### config.mk
export PLATFORM = sky130hd
export DESIGN_NAME = lcd_mux_seq
export DESIGN_NICKNAME = d
export VERILOG_FILES = /design/src/rtl/lcd_seq_pkg.sv /design/src/rtl/lcd_step_div.sv /design/src/rtl/lcd_frame_fsm.sv /design/src/rtl/lcd_drive_map.sv /design/src/rtl/lcd_mux_seq.sv
export SDC_FILE = /design/constraint.sdc
export NUM_CORES = 1
export LEC_CHECK = 0
export BUFFER_PORTS_ARGS = -buffer_cell sky130_fd_sc_hd__buf_2
export CAP_MARGIN = 20
export CORE_MARGIN = 2
export CORE_UTILIZATION = 40
export CTS_CLUSTER_DIAMETER = 120
export DETAILED_ROUTE_END_ITERATION = 7
export GPL_TIMING_DRIVEN = 1
export HOLD_SLACK_MARGIN = 0.05
export PLACE_DENSITY = 0.73
export SKIP_CTS_REPAIR_TIMING = 1
export SLEW_MARGIN = 20
export SYNTH_ARGS = -nofsm -noshare
export SYNTH_HDL_FRONTEND = slang
export SYNTH_HIERARCHICAL = 1
export SYNTH_SLANG_ARGS = --single-unit
### constraint.sdc
create_clock -name clk -period 2.85 [get_ports clk]
set_input_delay 0.1425 -clock clk [delete_from_list [all_inputs] [get_ports clk]]
set_output_delay 0.1425 -clock clk [all_outputs]
set_load 0.02 [all_outputs]
### src/rtl/lcd_seq_pkg.sv
package lcd_seq_pkg;

    localparam int N_COM    = 4;
    localparam int LVL_W    = 2;
    localparam int MODE_W   = 3;
    localparam int SEL_W    = 2;
    localparam int NCOM_W   = 3;
    localparam int IDX_W    = 2;

    typedef enum logic [1:0] {
        ST_OFF = 2'd0,
        ST_POS = 2'd1,
        ST_NEG = 2'd2
    } seq_state_t;

    typedef enum logic [1:0] {
        BIAS_THIRD  = 2'd0,
        BIAS_HALF   = 2'd1,
        BIAS_STATIC = 2'd2
    } bias_t;

    typedef enum logic [LVL_W-1:0] {
        LVL_GND  = 2'b00,
        LVL_LOW  = 2'b01,
        LVL_HIGH = 2'b10,
        LVL_TOP  = 2'b11
    } lvl_t;

    function automatic logic [NCOM_W-1:0] mode_commons(input logic [MODE_W-1:0] m);
        logic [NCOM_W-1:0] n;
        case (m)
            3'b000:  n = 3'd4;
            3'b001:  n = 3'd3;
            3'b010:  n = 3'd2;
            3'b011:  n = 3'd3;
            default: n = 3'd1;
        endcase
        return n;
    endfunction

    function automatic bias_t mode_bias(input logic [MODE_W-1:0] m);
        bias_t b;
        case (m)
            3'b000, 3'b001: b = BIAS_THIRD;
            3'b010, 3'b011: b = BIAS_HALF;
            default:        b = BIAS_STATIC;
        endcase
        return b;
    endfunction

endpackage

### src/rtl/lcd_step_div.sv
module lcd_step_div
    import lcd_seq_pkg::*;
#(
    parameter int MIN_LOG2 = 6
) (
    input  logic             clk,
    input  logic             rst_n,
    input  logic             run,
    input  logic             tick,
    input  logic [SEL_W-1:0] sel,
    output logic             step
);

    localparam int MAX_LOG2 = MIN_LOG2 + (2**SEL_W) - 1;
    localparam int CNT_W    = MAX_LOG2;
    localparam int LIM_W    = MAX_LOG2 + 1;
    localparam int SHAMT_W  = $clog2(MAX_LOG2 + 1);

    logic [CNT_W-1:0]   cnt_q;
    logic [SHAMT_W-1:0] shamt;
    logic [LIM_W-1:0]   lim_w;
    logic [CNT_W-1:0]   lim;

    // Faster rate for larger select: period = 2^(MAX_LOG2 - sel)
    always_comb begin
        shamt = SHAMT_W'(MAX_LOG2) - SHAMT_W'(sel);
        lim_w = (LIM_W'(1) << shamt) - LIM_W'(1);
        lim   = lim_w[CNT_W-1:0];
    end

    assign step = run && tick && (cnt_q == lim);

    always_ff @(posedge clk or negedge rst_n) begin
        if (!rst_n) begin
            cnt_q <= '0;
        end else if (!run) begin
            cnt_q <= '0;
        end else if (tick) begin
            if (cnt_q == lim) begin
                cnt_q <= '0;
            end else begin
                cnt_q <= cnt_q + CNT_W'(1);
            end
        end
    end

endmodule

### src/rtl/lcd_frame_fsm.sv
module lcd_frame_fsm
    import lcd_seq_pkg::*;
#(
    parameter int BLINK_FRAMES = 32
) (
    input  logic              clk,
    input  logic              rst_n,
    input  logic              en,
    input  logic [MODE_W-1:0] cfg_mode,
    input  logic [SEL_W-1:0]  cfg_sel,
    input  logic              step,
    output seq_state_t        state,
    output logic [IDX_W-1:0]  com_idx,
    output logic [MODE_W-1:0] act_mode,
    output logic [SEL_W-1:0]  act_sel,
    output logic [NCOM_W-1:0] act_ncom,
    output bias_t             act_bias,
    output logic              frame_sync,
    output logic              blink_hide
);

    localparam int BL_W = (BLINK_FRAMES > 1) ? $clog2(BLINK_FRAMES) : 1;

    seq_state_t        state_q, state_d;
    logic [IDX_W-1:0]  idx_q, idx_d;
    logic [MODE_W-1:0] mode_q, mode_d;
    logic [SEL_W-1:0]  sel_q, sel_d;
    logic              sync_q, sync_d;
    logic [BL_W-1:0]   bcnt_q, bcnt_d;
    logic              hide_q, hide_d;
    logic              last_com;
    logic              frame_end;

    assign act_ncom = mode_commons(mode_q);
    assign act_bias = mode_bias(mode_q);
    assign last_com = ({1'b0, idx_q} == (act_ncom - NCOM_W'(1)));

    // State register process
    always_ff @(posedge clk or negedge rst_n) begin
        if (!rst_n) begin
            state_q <= ST_OFF;
            idx_q   <= '0;
            mode_q  <= '0;
            sel_q   <= '0;
            sync_q  <= 1'b0;
            bcnt_q  <= '0;
            hide_q  <= 1'b0;
        end else begin
            state_q <= state_d;
            idx_q   <= idx_d;
            mode_q  <= mode_d;
            sel_q   <= sel_d;
            sync_q  <= sync_d;
            bcnt_q  <= bcnt_d;
            hide_q  <= hide_d;
        end
    end

    // Transition process
    always_comb begin
        state_d   = state_q;
        idx_d     = idx_q;
        mode_d    = mode_q;
        sel_d     = sel_q;
        sync_d    = 1'b0;
        frame_end = 1'b0;
        unique case (state_q)
            ST_OFF: begin
                if (en) begin                      // START
                    state_d = ST_POS;
                    idx_d   = '0;
                    mode_d  = cfg_mode;
                    sel_d   = cfg_sel;
                    sync_d  = 1'b1;
                end
            end
            ST_POS: begin
                if (!en) begin                     // STOP
                    state_d = ST_OFF;
                    idx_d   = '0;
                end else if (step) begin
                    if (last_com) begin            // FLIP
                        state_d = ST_NEG;
                        idx_d   = '0;
                    end else begin                 // ADVANCE
                        idx_d = idx_q + IDX_W'(1);
                    end
                end
            end
            ST_NEG: begin
                if (!en) begin                     // STOP
                    state_d = ST_OFF;
                    idx_d   = '0;
                end else if (step) begin
                    if (last_com) begin            // WRAP
                        state_d   = ST_POS;
                        idx_d     = '0;
                        mode_d    = cfg_mode;
                        sel_d     = cfg_sel;
                        sync_d    = 1'b1;
                        frame_end = 1'b1;
                    end else begin                 // ADVANCE
                        idx_d = idx_q + IDX_W'(1);
                    end
                end
            end
            default: begin
                state_d = ST_OFF;
                idx_d   = '0;
            end
        endcase
    end

    // Blink phase bookkeeping, changes only on a frame wrap or a stop
    always_comb begin
        bcnt_d = bcnt_q;
        hide_d = hide_q;
        if (!en || state_q == ST_OFF) begin
            bcnt_d = '0;
            hide_d = 1'b0;
        end else if (frame_end) begin
            if (bcnt_q == BL_W'(BLINK_FRAMES - 1)) begin
                bcnt_d = '0;
                hide_d = !hide_q;
            end else begin
                bcnt_d = bcnt_q + BL_W'(1);
            end
        end
    end

    // Output process
    always_comb begin
        state      = state_q;
        com_idx    = idx_q;
        act_mode   = mode_q;
        act_sel    = sel_q;
        frame_sync = sync_q;
        blink_hide = hide_q;
    end

endmodule

### src/rtl/lcd_drive_map.sv
module lcd_drive_map
    import lcd_seq_pkg::*;
#(
    parameter int N_SEG = 8
) (
    input  seq_state_t               state,
    input  logic [IDX_W-1:0]         com_idx,
    input  logic [NCOM_W-1:0]        ncom,
    input  bias_t                    bias,
    input  logic                     hide,
    input  logic [N_SEG*N_COM-1:0]   pixels,
    input  logic [N_SEG*N_COM-1:0]   blink,
    input  logic [N_SEG-1:0]         is_lcd,
    output logic [N_COM*LVL_W-1:0]   com_lvl,
    output logic [N_SEG*LVL_W-1:0]   seg_lvl,
    output logic [N_SEG-1:0]         released,
    output logic [1:0]               rail_en
);

    logic on;
    logic neg;

    assign on  = (state != ST_OFF);
    assign neg = (state == ST_NEG);

    always_comb begin
        if (!on) begin
            rail_en = 2'b00;
        end else begin
            unique case (bias)
                BIAS_THIRD: rail_en = 2'b11;
                BIAS_HALF:  rail_en = 2'b01;
                default:    rail_en = 2'b00;
            endcase
        end
    end

    for (genvar j = 0; j < N_COM; j++) begin : g_com
        logic active;
        logic picked;
        lvl_t lvl;
        assign active = (NCOM_W'(j) < ncom);
        assign picked = (com_idx == IDX_W'(j));
        always_comb begin
            if (!on || !active) begin
                lvl = LVL_GND;
            end else if (picked) begin
                lvl = neg ? LVL_GND : LVL_TOP;
            end else begin
                unique case (bias)
                    BIAS_THIRD: lvl = neg ? LVL_HIGH : LVL_LOW;
                    BIAS_HALF:  lvl = LVL_LOW;
                    default:    lvl = LVL_GND;
                endcase
            end
        end
        assign com_lvl[j*LVL_W +: LVL_W] = lvl;
    end

    for (genvar s = 0; s < N_SEG; s++) begin : g_seg
        logic [N_COM-1:0] pix_w;
        logic [N_COM-1:0] blk_w;
        logic             lit;
        lvl_t             lvl;
        assign pix_w = pixels[s*N_COM +: N_COM];
        assign blk_w = blink[s*N_COM +: N_COM];
        assign lit   = pix_w[com_idx] && !(blk_w[com_idx] && hide);
        always_comb begin
            if (!is_lcd[s] || !on) begin
                lvl = LVL_GND;
            end else if (lit) begin
                lvl = neg ? LVL_TOP : LVL_GND;
            end else begin
                unique case (bias)
                    BIAS_THIRD: lvl = neg ? LVL_LOW : LVL_HIGH;
                    BIAS_HALF:  lvl = LVL_LOW;
                    default:    lvl = neg ? LVL_GND : LVL_TOP;
                endcase
            end
        end
        assign seg_lvl[s*LVL_W +: LVL_W] = lvl;
        assign released[s] = !is_lcd[s];
    end

endmodule

### src/rtl/lcd_mux_seq.sv
module lcd_mux_seq
    import lcd_seq_pkg::*;
#(
    parameter int N_SEG        = 8,
    parameter int BLINK_FRAMES = 32,
    parameter int DIV_MIN_LOG2 = 6
) (
    input  logic                     clk,
    input  logic                     rst_n,
    input  logic                     tick_ref,
    input  logic                     cfg_en,
    input  logic [1:0]               cfg_clk_sel,
    input  logic [2:0]               cfg_mode,
    input  logic [N_SEG*4-1:0]       seg_pixels,
    input  logic [N_SEG*4-1:0]       seg_blink,
    input  logic [N_SEG-1:0]         seg_is_lcd,
    output logic [7:0]               com_lvl,
    output logic [N_SEG*2-1:0]       seg_lvl,
    output logic [N_SEG-1:0]         seg_released,
    output logic [1:0]               rail_en,
    output logic                     step_strobe,
    output logic                     frame_sync
);

    seq_state_t        state;
    logic [IDX_W-1:0]  com_idx;
    logic [MODE_W-1:0] act_mode;
    logic [SEL_W-1:0]  act_sel;
    logic [NCOM_W-1:0] act_ncom;
    bias_t             act_bias;
    logic              blink_hide;
    logic              run;

    assign run = (state != ST_OFF);

    lcd_step_div #(
        .MIN_LOG2 (DIV_MIN_LOG2)
    ) u_div (
        .clk   (clk),
        .rst_n (rst_n),
        .run   (run),
        .tick  (tick_ref),
        .sel   (act_sel),
        .step  (step_strobe)
    );

    lcd_frame_fsm #(
        .BLINK_FRAMES (BLINK_FRAMES)
    ) u_fsm (
        .clk        (clk),
        .rst_n      (rst_n),
        .en         (cfg_en),
        .cfg_mode   (cfg_mode),
        .cfg_sel    (cfg_clk_sel),
        .step       (step_strobe),
        .state      (state),
        .com_idx    (com_idx),
        .act_mode   (act_mode),
        .act_sel    (act_sel),
        .act_ncom   (act_ncom),
        .act_bias   (act_bias),
        .frame_sync (frame_sync),
        .blink_hide (blink_hide)
    );

    lcd_drive_map #(
        .N_SEG (N_SEG)
    ) u_map (
        .state    (state),
        .com_idx  (com_idx),
        .ncom     (act_ncom),
        .bias     (act_bias),
        .hide     (blink_hide),
        .pixels   (seg_pixels),
        .blink    (seg_blink),
        .is_lcd   (seg_is_lcd),
        .com_lvl  (com_lvl),
        .seg_lvl  (seg_lvl),
        .released (seg_released),
        .rail_en  (rail_en)
    );

endmodule

==> flow_metrics.py <==
metrics = {
    "status": {
        "run_status": "completed",
    },
    "timing": {
        "finalSetupViolations": 0,
        "hold-worst-slack_ns": 0.104,
        "worst_slew_pin_slew_ns": 0.707,
        "grt_setup_unrepaired": "no",
        "fin_crit_sh_pct": 82.8,
        "finalSetupTns_ns": 0,
        "finalHoldViolations": 0,
        "worst_clock_skew_ns": 0.00358,
        "timing_max_transition_violations_final": 0,
        "slew-limit-headroom_pct": 52.7,
        "final_period_minus_worst_setup_slack_ns": 2.36,
        "maxClockFrequency_mhz": 424,
    },
    "setup_path": {
        "timing.critical_path.cells": "buf_4 -> mux4_2 -> o221ai_2 -> mux2i_1 -> buf_2",
        "worstSetupPathType": "flip-flop to output pin",
        "crit_path_max_incr_delay_ns": 0.57,
        "highest_net_fanout_along_the_worst_path": 14,
        "worst-endpoint-arrival_ns": 2.22,
        "cp-end-kind": "output pin",
        "crit_slowest_cell": "sky130_fd_sc_hd__dfrtp_1",
        "critPathLaunchType": "flip-flop",
        "worst-endpoint-required_ns": 2.71,
    },
    "floorplanning": {
        "die_height_um": 87.3,
        "core.rowCount": 30,
        "placeableCoreArea_um2": 6760,
        "floorplan.die.width_um": 87.3,
        "starting_density_of_the_core_pct": 41.1,
        "area_enclosed_by_the_die_boundary_um2": 7620,
        "floorplan.io_pins": 117,
    },
    "min_path": {
        "hold_path_class": "primary input to flip-flop",
    },
    "synth": {
        "synthesis_warning_total": 6,
        "synth_nets": 385,
        "netlist.area_leader.share_pct": 22.5,
        "synth-edff-count": 0,
        "ys_ff_latch": 25,
        "syn_inst": 295,
        "synth_area_um2": 2780,
        "synthDistinctLibCells": 66,
        "fraction_of_the_yosys_area_taken_by_sequential_cells_pct": 22.5,
        "most_area_consuming_cells_after_synthesis": "sky130_fd_sc_hd__dfrtp_1, sky130_fd_sc_hd__mux2i_1, sky130_fd_sc_hd__mux4_1",
        "synth.avg_cell_area_um2": 9.41,
        "synth-main-ff-cell": "sky130_fd_sc_hd__dfrtp_1",
        "ys_async_sr_fraction_pct": 100,
        "post-synth-top-area-cell": "sky130_fd_sc_hd__dfrtp_1",
    },
    "clocking": {
        "clock_network_latency_to_the_later_pin_of_the_worst_skew_pair_ns": 0.27,
        "clockRootBuffer": "sky130_fd_sc_hd__clkbuf_8",
        "cts_inserted_buffers": 3,
        "clkSinkCount": 25,
        "clock_slew_at_reported_path_ffs_ns": 0.09,
        "max-clock-path-buffers": 2,
        "tritoncts_clock_tree": "done",
        "clock_tree.htree_level_count": 1,
    },
    "routing": {
        "route.antenna.remaining_nets": 0,
        "routedWlPerCell_um": 16.0,
        "first_iter_violations": 170,
        "viasPerCell": 5.77,
        "drt-pass1-iter-count": 4,
        "route.final.wire_length_um": 7740,
        "via_count_of_the_routed_design": 2800,
        "drc_errors": 0,
    },
    "placement": {
        "gp_routability_congestion": 0.983,
        "dp_hpwl_um": 6150,
        "port_buffers": 116,
    },
    "final_layout": {
        "antenna_cells": 0,
        "fillerInstances": 639,
        "layout.nets": 496,
        "area_growth_syn_to_layout_pct": 22.2,
        "final_layout_size_suffix_gt1_share_pct": 38.8,
    },
    "global_route": {
        "grt_pass1_vias": 2630,
        "remaining_overflow_grt": 0,
        "grt_first_pass_wirelength_um": 12000,
        "grt_start_max_net_pins": 26,
        "track_usage_pct": 19.3,
        "grt_antenna_before_repair": 0,
    },
    "run": {
        "cap_violations": 0,
    },
    "pwr": {
        "p_per_area_nw_per_um2": 629,
        "cellLeakagePower_nw": 1.57,
        "ir_drop_mv": 0.449,
    },
}
==> cells in the mapped netlist (8+ instances only) <==
master                      number
sky130_fd_sc_hd__o2111ai_1       8
sky130_fd_sc_hd__dfrtp_1        25
sky130_fd_sc_hd__nand2_1        18
sky130_fd_sc_hd__mux2i_1        34
sky130_fd_sc_hd__o221ai_2        8
sky130_fd_sc_hd__ha_1            9
sky130_fd_sc_hd__or3_1           8
sky130_fd_sc_hd__o21ai_0        14
sky130_fd_sc_hd__nor2_1         12
sky130_fd_sc_hd__nand3_1        12
sky130_fd_sc_hd__a21oi_1        17
sky130_fd_sc_hd__inv_1          17
sky130_fd_sc_hd__o211ai_1        9
==> layout make-up <==
type	instances	area [µm²]	share of cell area [%]
Inverter	18	67.6	1.99
Clock buffer	3	41.3	1.22
Sequential cell	25	626	18.4
Tap cell	80	100	2.95
Multi-Input combinational cell	234	1910	56.3
Clock inverter	1	5.00	0.147
Timing Repair Buffer	124	643	19.0
==> registers in the layout (all words and copies together), names as in the netlist <==
name	cells
u_fsm/frame_sync	1
u_fsm/bcnt_q	5
u_fsm/act_mode	3
u_fsm/blink_hide	1
u_fsm/com_idx	2
u_div/cnt_q	9
u_fsm/state	2
u_fsm/act_sel	2
==> logic make-up after synthesis <==
group / synth area share [%]
muxes: 21.6
adders and majority gates: 4.06
xor gates and xnor gates: 1.26
buffers and inverters: 8.65
DFF: 22.5
and+or+nand+nor: 17.8
AOI/OAI and AO/OA: 24.1
==> metrics by stage <==
step	setup slack, ns	total power [mW]	area [µm²]	utilization, %	cells
2_1_floorplan	0.207	1.60	2780	-	295
3_3_place_gp	0.581	1.89	3340	49.4	480
3_5_place_dp	0.516	1.92	3340	49.4	480
4_1_cts	0.461	2.14	3380	50.1	484
5_1_grt	0.314	2.31	3390	50.2	485
6_report	0.489	2.13	3390	50.2	485
==> per-layer routing <==
layer	vias to the layer above	global-route usage, %	share of wire (%)
met5	-	0	0
met4	0	2.94	0.76
met2	119	36.9	51
met1	1312	22.9	41
met3	6	2.65	7.4
li1	1363	-	-
==> power by group <==
part / total, mW / internal [mW] / switching (mW) / leakage [nW]
Combinational: 1.41 / 0.521 / 0.886 / 1.21
Sequential: 0.519 / 0.422 / 0.0968 / 0.333
Clock: 0.210 / 0.0977 / 0.112 / 0.0255
Total: 2.13 / 1.04 / 1.09 / 1.57
==> critical path: cells and delay by family (launching register included) <==
kind	cells	cell delay, ns
multiplexers	2	0.79
buffers and inverters	2	0.47
AO/OA/AOI/OAI	1	0.11
flip-flops	1	0.57
==> cell usage in the layout (no fill, tap or decap), types with 7 or more instances in the layout <==
master,netlist,layout
sky130_fd_sc_hd__a21oi_1,17,17
sky130_fd_sc_hd__mux2i_1,34,34
sky130_fd_sc_hd__dfrtp_1,25,25
sky130_fd_sc_hd__nor2_1,12,12
sky130_fd_sc_hd__ha_1,9,9
sky130_fd_sc_hd__o21ai_0,14,14
sky130_fd_sc_hd__nand2_1,18,18
sky130_fd_sc_hd__buf_2,2,116
sky130_fd_sc_hd__or3_1,8,8
sky130_fd_sc_hd__o2111ai_1,8,8
sky130_fd_sc_hd__buf_4,1,7
sky130_fd_sc_hd__inv_1,17,17
sky130_fd_sc_hd__o221ai_2,8,8
sky130_fd_sc_hd__nand3_1,12,12
sky130_fd_sc_hd__o211ai_1,9,9
==> path summary, 6_finish.rpt <==
check                                         startpoint                       endpoint  slack [ns]  cells past startpoint
setup / recovery            u_fsm/com_idx[0]$_DFFE_PN0P_                    seg_lvl[15]        0.49                      5
hold / removal                            cfg_clk_sel[0]   u_fsm/act_sel[0]$_DFFE_PN0P_        0.10                      2
setup reg to reg           u_fsm/act_mode[0]$_DFFE_PN0P_  u_fsm/act_mode[1]$_DFFE_PN0P_        0.50                      7
hold reg to reg              u_fsm/bcnt_q[4]$_DFFE_PN0P_    u_fsm/bcnt_q[4]$_DFFE_PN0P_        0.55                      2
max in group asynchronous                          rst_n   u_fsm/com_idx[1]$_DFFE_PN0P_        2.06                      2
min in group asynchronous                          rst_n     u_div/cnt_q[1]$_DFFE_PN0P_        0.41                      2
Power figures use the tool's default switching activity.
